## config.mk

```make
export PLATFORM = sky130hd
export DESIGN_NAME = pbr_longpress_rst
export DESIGN_NICKNAME = d
export VERILOG_FILES = /design/src/rtl/pbr_pkg.sv /design/src/rtl/pbr_span_cnt.sv /design/src/rtl/pbr_interval_sel.sv /design/src/rtl/pbr_longpress_rst.sv
export SDC_FILE = /design/constraint.sdc
export NUM_CORES = 1
export LEC_CHECK = 0
export BUFFER_PORTS_ARGS = -buffer_cell sky130_fd_sc_hd__clkbuf_2
export CORE_UTILIZATION = 30
export DETAILED_ROUTE_END_ITERATION = 16
export PLACE_DENSITY = 0.43
export SLEW_MARGIN = 20
export SYNTH_ARGS = -nofsm -noshare
export SYNTH_HDL_FRONTEND = slang
export SYNTH_SLANG_ARGS = --single-unit
```

## constraint.sdc

```tcl
create_clock -name clk -period 4.8 [get_ports clk]
set_input_delay 0.96 -clock clk [delete_from_list [all_inputs] [get_ports clk]]
set_output_delay 0.96 -clock clk [all_outputs]
set_load 0.005 [all_outputs]
```

## src/rtl/pbr_pkg.sv

```systemverilog
package pbr_pkg;
  typedef enum logic [1:0] {
    PB_BOOT     = 2'd0,
    PB_IDLE     = 2'd1,
    PB_PULSE    = 2'd2,
    PB_WAIT_REL = 2'd3
  } pbr_state_e;
endpackage

```

## src/rtl/pbr_span_cnt.sv

```systemverilog
module pbr_span_cnt #(
  parameter int unsigned W = 8
) (
  input  logic         clk,
  input  logic         rst_n,
  input  logic         clr,
  input  logic         en,
  input  logic [W-1:0] last_val,
  output logic         at_last
);
  logic [W-1:0] cnt;

  assign at_last = (cnt == last_val);

  always_ff @(posedge clk or negedge rst_n) begin
    if (!rst_n)      cnt <= '0;
    else if (clr)    cnt <= '0;
    else if (en)     cnt <= at_last ? '0 : cnt + W'(1);
  end
endmodule

```

## src/rtl/pbr_interval_sel.sv

```systemverilog
module pbr_interval_sel #(
  parameter int unsigned W     = 8,
  parameter int unsigned A_CYC = 8,
  parameter int unsigned B_CYC = 16,
  parameter int unsigned D_CYC = 2
) (
  input  logic         tsel,
  input  logic         zero_test,
  output logic [W-1:0] last_val
);
  always_comb begin
    if (!tsel)          last_val = W'(A_CYC - 1);
    else if (zero_test) last_val = W'(D_CYC - 1);
    else                last_val = W'(B_CYC - 1);
  end
endmodule

```

## src/rtl/pbr_longpress_rst.sv

```systemverilog
module pbr_longpress_rst
  import pbr_pkg::*;
#(
  parameter int unsigned CYC_PER_US = 10,
  parameter int unsigned HOLD_A_US  = 7_500_000,
  parameter int unsigned HOLD_B_US  = 12_500_000,
  parameter int unsigned DETECT_US  = 150,
  parameter int unsigned STARTUP_US = 300,
  parameter int unsigned PULSE_US   = 400_000
) (
  input  logic clk,
  input  logic por_n,
  input  logic btn_a_n,
  input  logic btn_b_n,
  input  logic tsel,
  input  logic zero_test_cfg,
  output logic rst_od_en,
  output logic rst_level_n
);
  localparam int unsigned HOLD_A_CYC  = HOLD_A_US  * CYC_PER_US;
  localparam int unsigned HOLD_B_CYC  = HOLD_B_US  * CYC_PER_US;
  localparam int unsigned DETECT_CYC  = DETECT_US  * CYC_PER_US;
  localparam int unsigned STARTUP_CYC = STARTUP_US * CYC_PER_US;
  localparam int unsigned PULSE_CYC   = PULSE_US   * CYC_PER_US;
  localparam int unsigned HOLD_MAX    = (HOLD_A_CYC > HOLD_B_CYC) ? HOLD_A_CYC : HOLD_B_CYC;
  localparam int unsigned PHASE_MAX   = (STARTUP_CYC > PULSE_CYC) ? STARTUP_CYC : PULSE_CYC;
  localparam int unsigned HW = $clog2(HOLD_MAX + 1);
  localparam int unsigned PW = $clog2(PHASE_MAX + 1);

  pbr_state_e st_q, st_nxt;
  logic       tsel_q;
  logic       both_low, both_high, tsel_chg;
  logic       hold_last, hold_clr, hold_done;
  logic       phase_last, phase_clr;
  logic [HW-1:0] hold_limit;
  logic [PW-1:0] phase_limit;

  assign both_low  = ~btn_a_n & ~btn_b_n;
  assign both_high =  btn_a_n &  btn_b_n;
  assign tsel_chg  = tsel ^ tsel_q;

  pbr_interval_sel #(
    .W(HW), .A_CYC(HOLD_A_CYC), .B_CYC(HOLD_B_CYC), .D_CYC(DETECT_CYC)
  ) u_isel (
    .tsel      (tsel),
    .zero_test (zero_test_cfg),
    .last_val  (hold_limit)
  );

  // hold timer: runs only in IDLE while both buttons stay low and tsel is steady
  assign hold_clr  = (st_q != PB_IDLE) | ~both_low | tsel_chg;
  assign hold_done = (st_q == PB_IDLE) & both_low & ~tsel_chg & hold_last;

  pbr_span_cnt #(.W(HW)) u_hold (
    .clk      (clk),
    .rst_n    (por_n),
    .clr      (hold_clr),
    .en       (1'b1),
    .last_val (hold_limit),
    .at_last  (hold_last)
  );

  // phase timer: shared by the start-up window and the reset pulse
  assign phase_limit = (st_q == PB_BOOT) ? PW'(STARTUP_CYC - 1) : PW'(PULSE_CYC - 1);
  assign phase_clr   = (st_nxt != st_q);

  pbr_span_cnt #(.W(PW)) u_phase (
    .clk      (clk),
    .rst_n    (por_n),
    .clr      (phase_clr),
    .en       (1'b1),
    .last_val (phase_limit),
    .at_last  (phase_last)
  );

  always_comb begin
    st_nxt = st_q;
    unique case (st_q)
      PB_BOOT:     if (phase_last) st_nxt = both_low ? PB_PULSE : PB_IDLE;
      PB_IDLE:     if (hold_done)  st_nxt = PB_PULSE;
      PB_PULSE:    if (phase_last) st_nxt = PB_WAIT_REL;
      PB_WAIT_REL: if (both_high)  st_nxt = PB_IDLE;
      default:                     st_nxt = PB_BOOT;
    endcase
  end

  always_ff @(posedge clk or negedge por_n) begin
    if (!por_n) begin
      st_q   <= PB_BOOT;
      tsel_q <= 1'b0;
    end else begin
      st_q   <= st_nxt;
      tsel_q <= tsel;
    end
  end

  assign rst_od_en   = (st_q == PB_PULSE);
  assign rst_level_n = ~rst_od_en;
endmodule

```

; After elaboration in Yosys (flattened, before gate mapping)
; Cells that the tools add are included.
[classes]
add_sub_neg = 2
n_eq_ne = 7
muxes = 13
n_bitwise = 13
reduce_logical = 1
[op_table]
columns = op, n
row1 = 27-bit 2-to-1 mux, 4
row2 = 22-bit 2-to-1 mux, 3
row3 = "27-bit by 1-bit adder with 27-bit output, second input constant", 1
row4 = 27-bit equality test, 1
row5 = "22-bit by 1-bit adder with 22-bit output, second input constant", 1
row6 = 22-bit equality test, 1
row7 = 2-bit 2-to-1 mux, 5
row8 = 2-bit one-hot mux with 4 select lines, 1
row9 = 1-bit bitwise AND, 5
row10 = 1-bit inverter, 5
row11 = "2-bit equality test, second input constant", 2
row12 = "2-bit by 1-bit equality test with 1-bit output, second input constant", 1
row13 = 2-bit zero test, 1
row14 = "2-bit by 1-bit != test with 1-bit output, second input constant", 1
row15 = 2-bit != test, 1
row16 = 1-bit bitwise OR, 2
row17 = 1-bit XOR, 1
[totals]
regBits = 52
output_inout_bits = 2
wordCells = 40

; Longest topological paths before layout
[depth]
word_depth = 9
mapped_depth = 7
ltp_nobuf = 6

; By module
; A second synthesis with hierarchy kept.
[hier_totals]
hier_cells = 378
hier_area_um2 = 3493.4
[by_module_without_submodules]
columns = module, n_inst, cells_per_inst, area_per_inst_um2
row1 = pbr_span_cnt at u_hold, 1, 186, 1714.1
row2 = pbr_span_cnt at u_phase, 1, 140, 1385.1
row3 = pbr_interval_sel, 1, 29, 198.9
row4 = pbr_longpress_rst, 1, 23, 195.2

; Worst setup path before layout
; OpenSTA, ideal clock, no wires.
[synth_path]
path_type = input to register
start = in tsel
end = reg st_q[0]
setup_ns = 0.136
t_arrival_ns = 2.383
required_time_ns = 4.664
setup_slack_ns = 2.281
cell_stages = 7
path_buffers = 2
path_cell_list = clkbuf_1 > nor4bb_1 > o22a_1 > o2111ai_4 > nor3_4 > buf_8 > o22ai_4
[synth_via]
elab_chain_cells = 6
elab_cells_between_ends = 8
cone_classes = eq/ne (1) / mux (3) / bitwise (4)
[synth_rtl]
columns = element, line
row1 = start: declaration, pbr_longpress_rst.sv:15  ; input logic tsel,
row2 = branches (longest 3 deep; another with 27-bit 2-to-1 mux), n/a
row3 = 1-bit bitwise AND *, pbr_longpress_rst.sv:52  ; assign hold_done = (st_q == PB_IDLE) & both_low & ~tsel_chg & hold_last;
row4 = 2-bit 2-to-1 mux *, pbr_longpress_rst.sv:80  ; PB_IDLE: if (hold_done) st_nxt = PB_PULSE;
row5 = 2-bit one-hot mux with 4 select lines *, pbr_longpress_rst.sv:78  ; unique case (st_q)
row6 = net st_nxt[0], pbr_longpress_rst.sv:30  ; pbr_state_e st_q, st_nxt;
row7 = end signal: assignment, pbr_longpress_rst.sv:92  ; st_q <= st_nxt;
row8 = end: declaration, pbr_longpress_rst.sv:30
; Mark *: on every way through the listed nets, which the timed path passes.

; Worst setup path after layout
[layout_path]
start = reg u_hold.cnt[15]
end = reg u_phase.cnt[11]
[layout_via]
elab_chain_cells = 6
[layout_rtl]
columns = element, line
row1 = start: declaration, pbr_span_cnt.sv:11  ; logic [W-1:0] cnt;
row2 = start signal: assignment, pbr_span_cnt.sv:18  ; else if (en) cnt <= at_last ? '0 : cnt + W'(1);
row3 = 27-bit equality test, pbr_span_cnt.sv:13  ; assign at_last = (cnt == last_val);
row4 = 1-bit bitwise AND, pbr_longpress_rst.sv:52
row5 = 2-bit 2-to-1 mux, pbr_longpress_rst.sv:80
row6 = 2-bit one-hot mux with 4 select lines, pbr_longpress_rst.sv:78
row7 = 2-bit != test, pbr_longpress_rst.sv:65  ; assign phase_clr = (st_nxt != st_q);
row8 = 22-bit 2-to-1 mux, pbr_span_cnt.sv:17  ; else if (clr) cnt <= '0;
row9 = end signal: assignment, pbr_span_cnt.sv:18
row10 = end: declaration, pbr_span_cnt.sv:11
; No other way between the ends.

==> flow_summary.json <==
{
  "outcome": "finished, final reports clean",
  "r2r_cells": 6,
  "cts_setup_buffers": 0,
  "grt_pass1_vias": 2227,
  "die_w_um": 99.8,
  "skew_ns": 0.00449,
  "ys_async_sr_fraction": 1.00,
  "crit_buf_inv": 1,
  "whs_endpoint": "u_hold.cnt[0]",
  "ys_ff_latch": 52,
  "antenna_found_initial": 0,
  "ir_drop_uv": 135,
  "clock-root-buffer": "clkbuf_8",
  "ant_nets": 0,
  "initial_core_util": 0.310,
  "fp.dieH_um": 99.8,
  "finalCritPeriodShare": 0.541,
  "max_freq_mhz": 385,
  "hold_viol": 0,
  "cts_max_level": 2,
  "vias_per_cell": 4.88,
  "synth_nets": 303,
  "crit_fanout": 16,
  "post-route-min-period_ns": 2.60,
  "hold_start": "u_hold.cnt[0]",
  "routed_wl_mm": 6.25,
  "synth_edf_count": 0,
  "num_vias": 2110,
  "drive_above_1_share": 0.112,
  "port_buffers": 7,
  "worstHoldPathType": "reg -> reg",
  "power_density_nw_per_um2": 265,
  "drt_pass1_iterations": 4,
  "final_common_cell": "dfrtp_1",
  "min_delay_path_depth": 1,
  "cts_made_buffers": 5,
  "fin_setup_tns_ns": 0,
  "wl_met2_mm": 3.02,
  "cts_buffer_depth": 2,
  "setup_viol": 0,
  "ios": 8,
  "relSlewSlack": 0.282,
  "cts_tree": "yes",
  "synth-seq-area-share": 0.454,
  "ys.flop_type": "dfrtp_1",
  "antenna_cells": 0,
  "cts_hold_buf": 0,
  "r2r-start": "u_hold.cnt[15]",
  "cp_slowest_stage_delay_ns": 0.56,
  "rsz0062_at_grt": "no",
  "drv_slew": 0,
  "critical_path_class": "reg -> reg",
  "yosys_warnings": 0,
  "cp-start-kind": "flop",
  "die_area_um2": 9950,
  "hpwl_mm": 4.25,
  "grt_max_degree": 53,
  "ys_types": 43,
  "critical-path-top-delay-family": "simple AND/OR/NAND/NOR gates",
  "cts_resized": 0,
  "place_congestion": 0.739,
  "wl_met3_um": 132,
  "syn_area_um2": 2870,
  "crit_chain": "or4_4 -> a2111oi_4 -> o2111ai_4 -> nor3_4 -> buf_8 -> nor3_1",
  "final_nets": 311,
  "num_rows": 35,
  "worst_slack_ns": 2.20,
  "dr.max_layer_used": "met4",
  "drc_errors": 0,
  "arrival_ns": 2.75,
  "end_kind": "flop",
  "clk_pin_slew_ns": 0.09,
  "clkLatencyLatePin_ns": 0.31,
  "cts.sinks": 52,
  "required_ns": 4.96,
  "p_leak_uw": 0.00125,
  "post_drt_wl_per_cell_um": 14.5,
  "synthCells": 295,
  "avgSynthCellArea_um2": 9.72,
  "slowest_stage": "or4_4",
  "area_growth_pct": 9.60,
  "drt-initial-drc-count": 50,
  "dpl_worst_slack_ns": 1.62,
  "drv_cap": 0,
  "wirelength_met1_mm": 3.01,
  "gr-total-overflow": 0,
  "grt_pass1_wl_mm": 11.0,
  "core-area_um2": 9240,
  "grtUsageTotal": 0.140,
  "r2r-end": "u_phase.cnt[11]",
  "final_cell_mix": "dfrtp_1, nor2_1, xor2_1",
  "rrSetupSlack_ns": 2.20,
  "tightest_slew_ns": 1.08
}
==> sequential cells by signal, summed over array words and instances, names as in the netlist <==
register and cells:
u_phase.cnt 22, st_q 2, u_hold.cnt 27, tsel_q 1
==> cell usage after synthesis (2+ instances only) <==
cell type,number,area (um^2)
a21oi_1,2,10.0
and3_1,6,37.5
and4_1,5,43.8
and4b_1,2,20.0
buf_2,2,10.0
clkbuf_1,6,22.5
dfrtp_1,52,1300
ha_1,2,25.0
inv_1,5,18.8
nand2_1,26,97.6
nand3_1,22,110
nand4_1,13,81.3
nor2_1,44,165
nor3_1,18,90.1
nor3_2,8,80.1
nor3b_1,2,15.0
nor4_1,9,56.3
nor4bb_1,2,20.0
xnor2_1,17,149
xor2_1,29,254
==> power by group <==
| group | leakage [uW] | internal [uW] | switching, uW |
|---|---|---|---|
| logic | 0.000495 | 25.9 | 34.6 |
| registers | 0.000700 | 460 | 34.0 |
| clock network | 0.0000503 | 129 | 150 |
==> final cells by class <==
cell class,count,area (um^2)
repair buffers,11,72.6
inverters,5,18.8
well taps,129,161
clock buffers,7,96.3
fillers,965,6100
flip-flops and latches,52,1300
multi-input cells,228,1490
==> per-layer routing <==
layer	vias up	GRT usage
li1	1052	-
met1	1036	0.178
met2	14	0.238
met3	8	0.0292
met4	0	0.0475
met5	-	0
==> logic make-up (layout without fill, tap and decap cells) <==
group,Yosys count,after routing,synth area share
flip-flops,52,52,0.454
AND/OR/NAND/NOR,166,166,0.312
buffers and inverters,15,23,0.0270
XOR/XNOR,46,46,0.140
AO/OA/AOI/OAI,14,14,0.0580
adder cells (fa/ha/maj),2,2,0.00872
==> per-stage QoR <==
| stage | util | cells | hold WS, ns | power (uW) | cell area, um^2 |
|---|---|---|---|---|---|
| 3_5_place_dp | 0.328 | 424 | 0.488 | 564 | 3030 |
| 6_report | 0.340 | 432 | 0.494 | 834 | 3140 |
| 4_1_cts | 0.339 | 431 | 0.504 | 848 | 3130 |
| 2_1_floorplan | - | 295 | 0.455 | 538 | 2870 |
| 3_3_place_gp | 0.328 | 424 | 0.489 | 565 | 3030 |
| 5_1_grt | 0.340 | 432 | 0.529 | 872 | 3140 |
==> how the worst max path moves through the flow <==
stage              startpoint               to  slack [ns]  depth (start not counted)
3_3_place_gp             tsel   u_phase.cnt[6]        1.70                          6
5_1_grt        u_hold.cnt[15]   u_phase.cnt[9]        2.06                          6
3_5_place_dp             tsel   u_phase.cnt[6]        1.62                          6
6_report       u_hold.cnt[15]  u_phase.cnt[11]        2.20                          6
4_1_cts        u_hold.cnt[15]   u_phase.cnt[6]        1.84                          5
2_1_floorplan            tsel          st_q[0]        2.28                          7
Power figures use the tool's default switching activity.
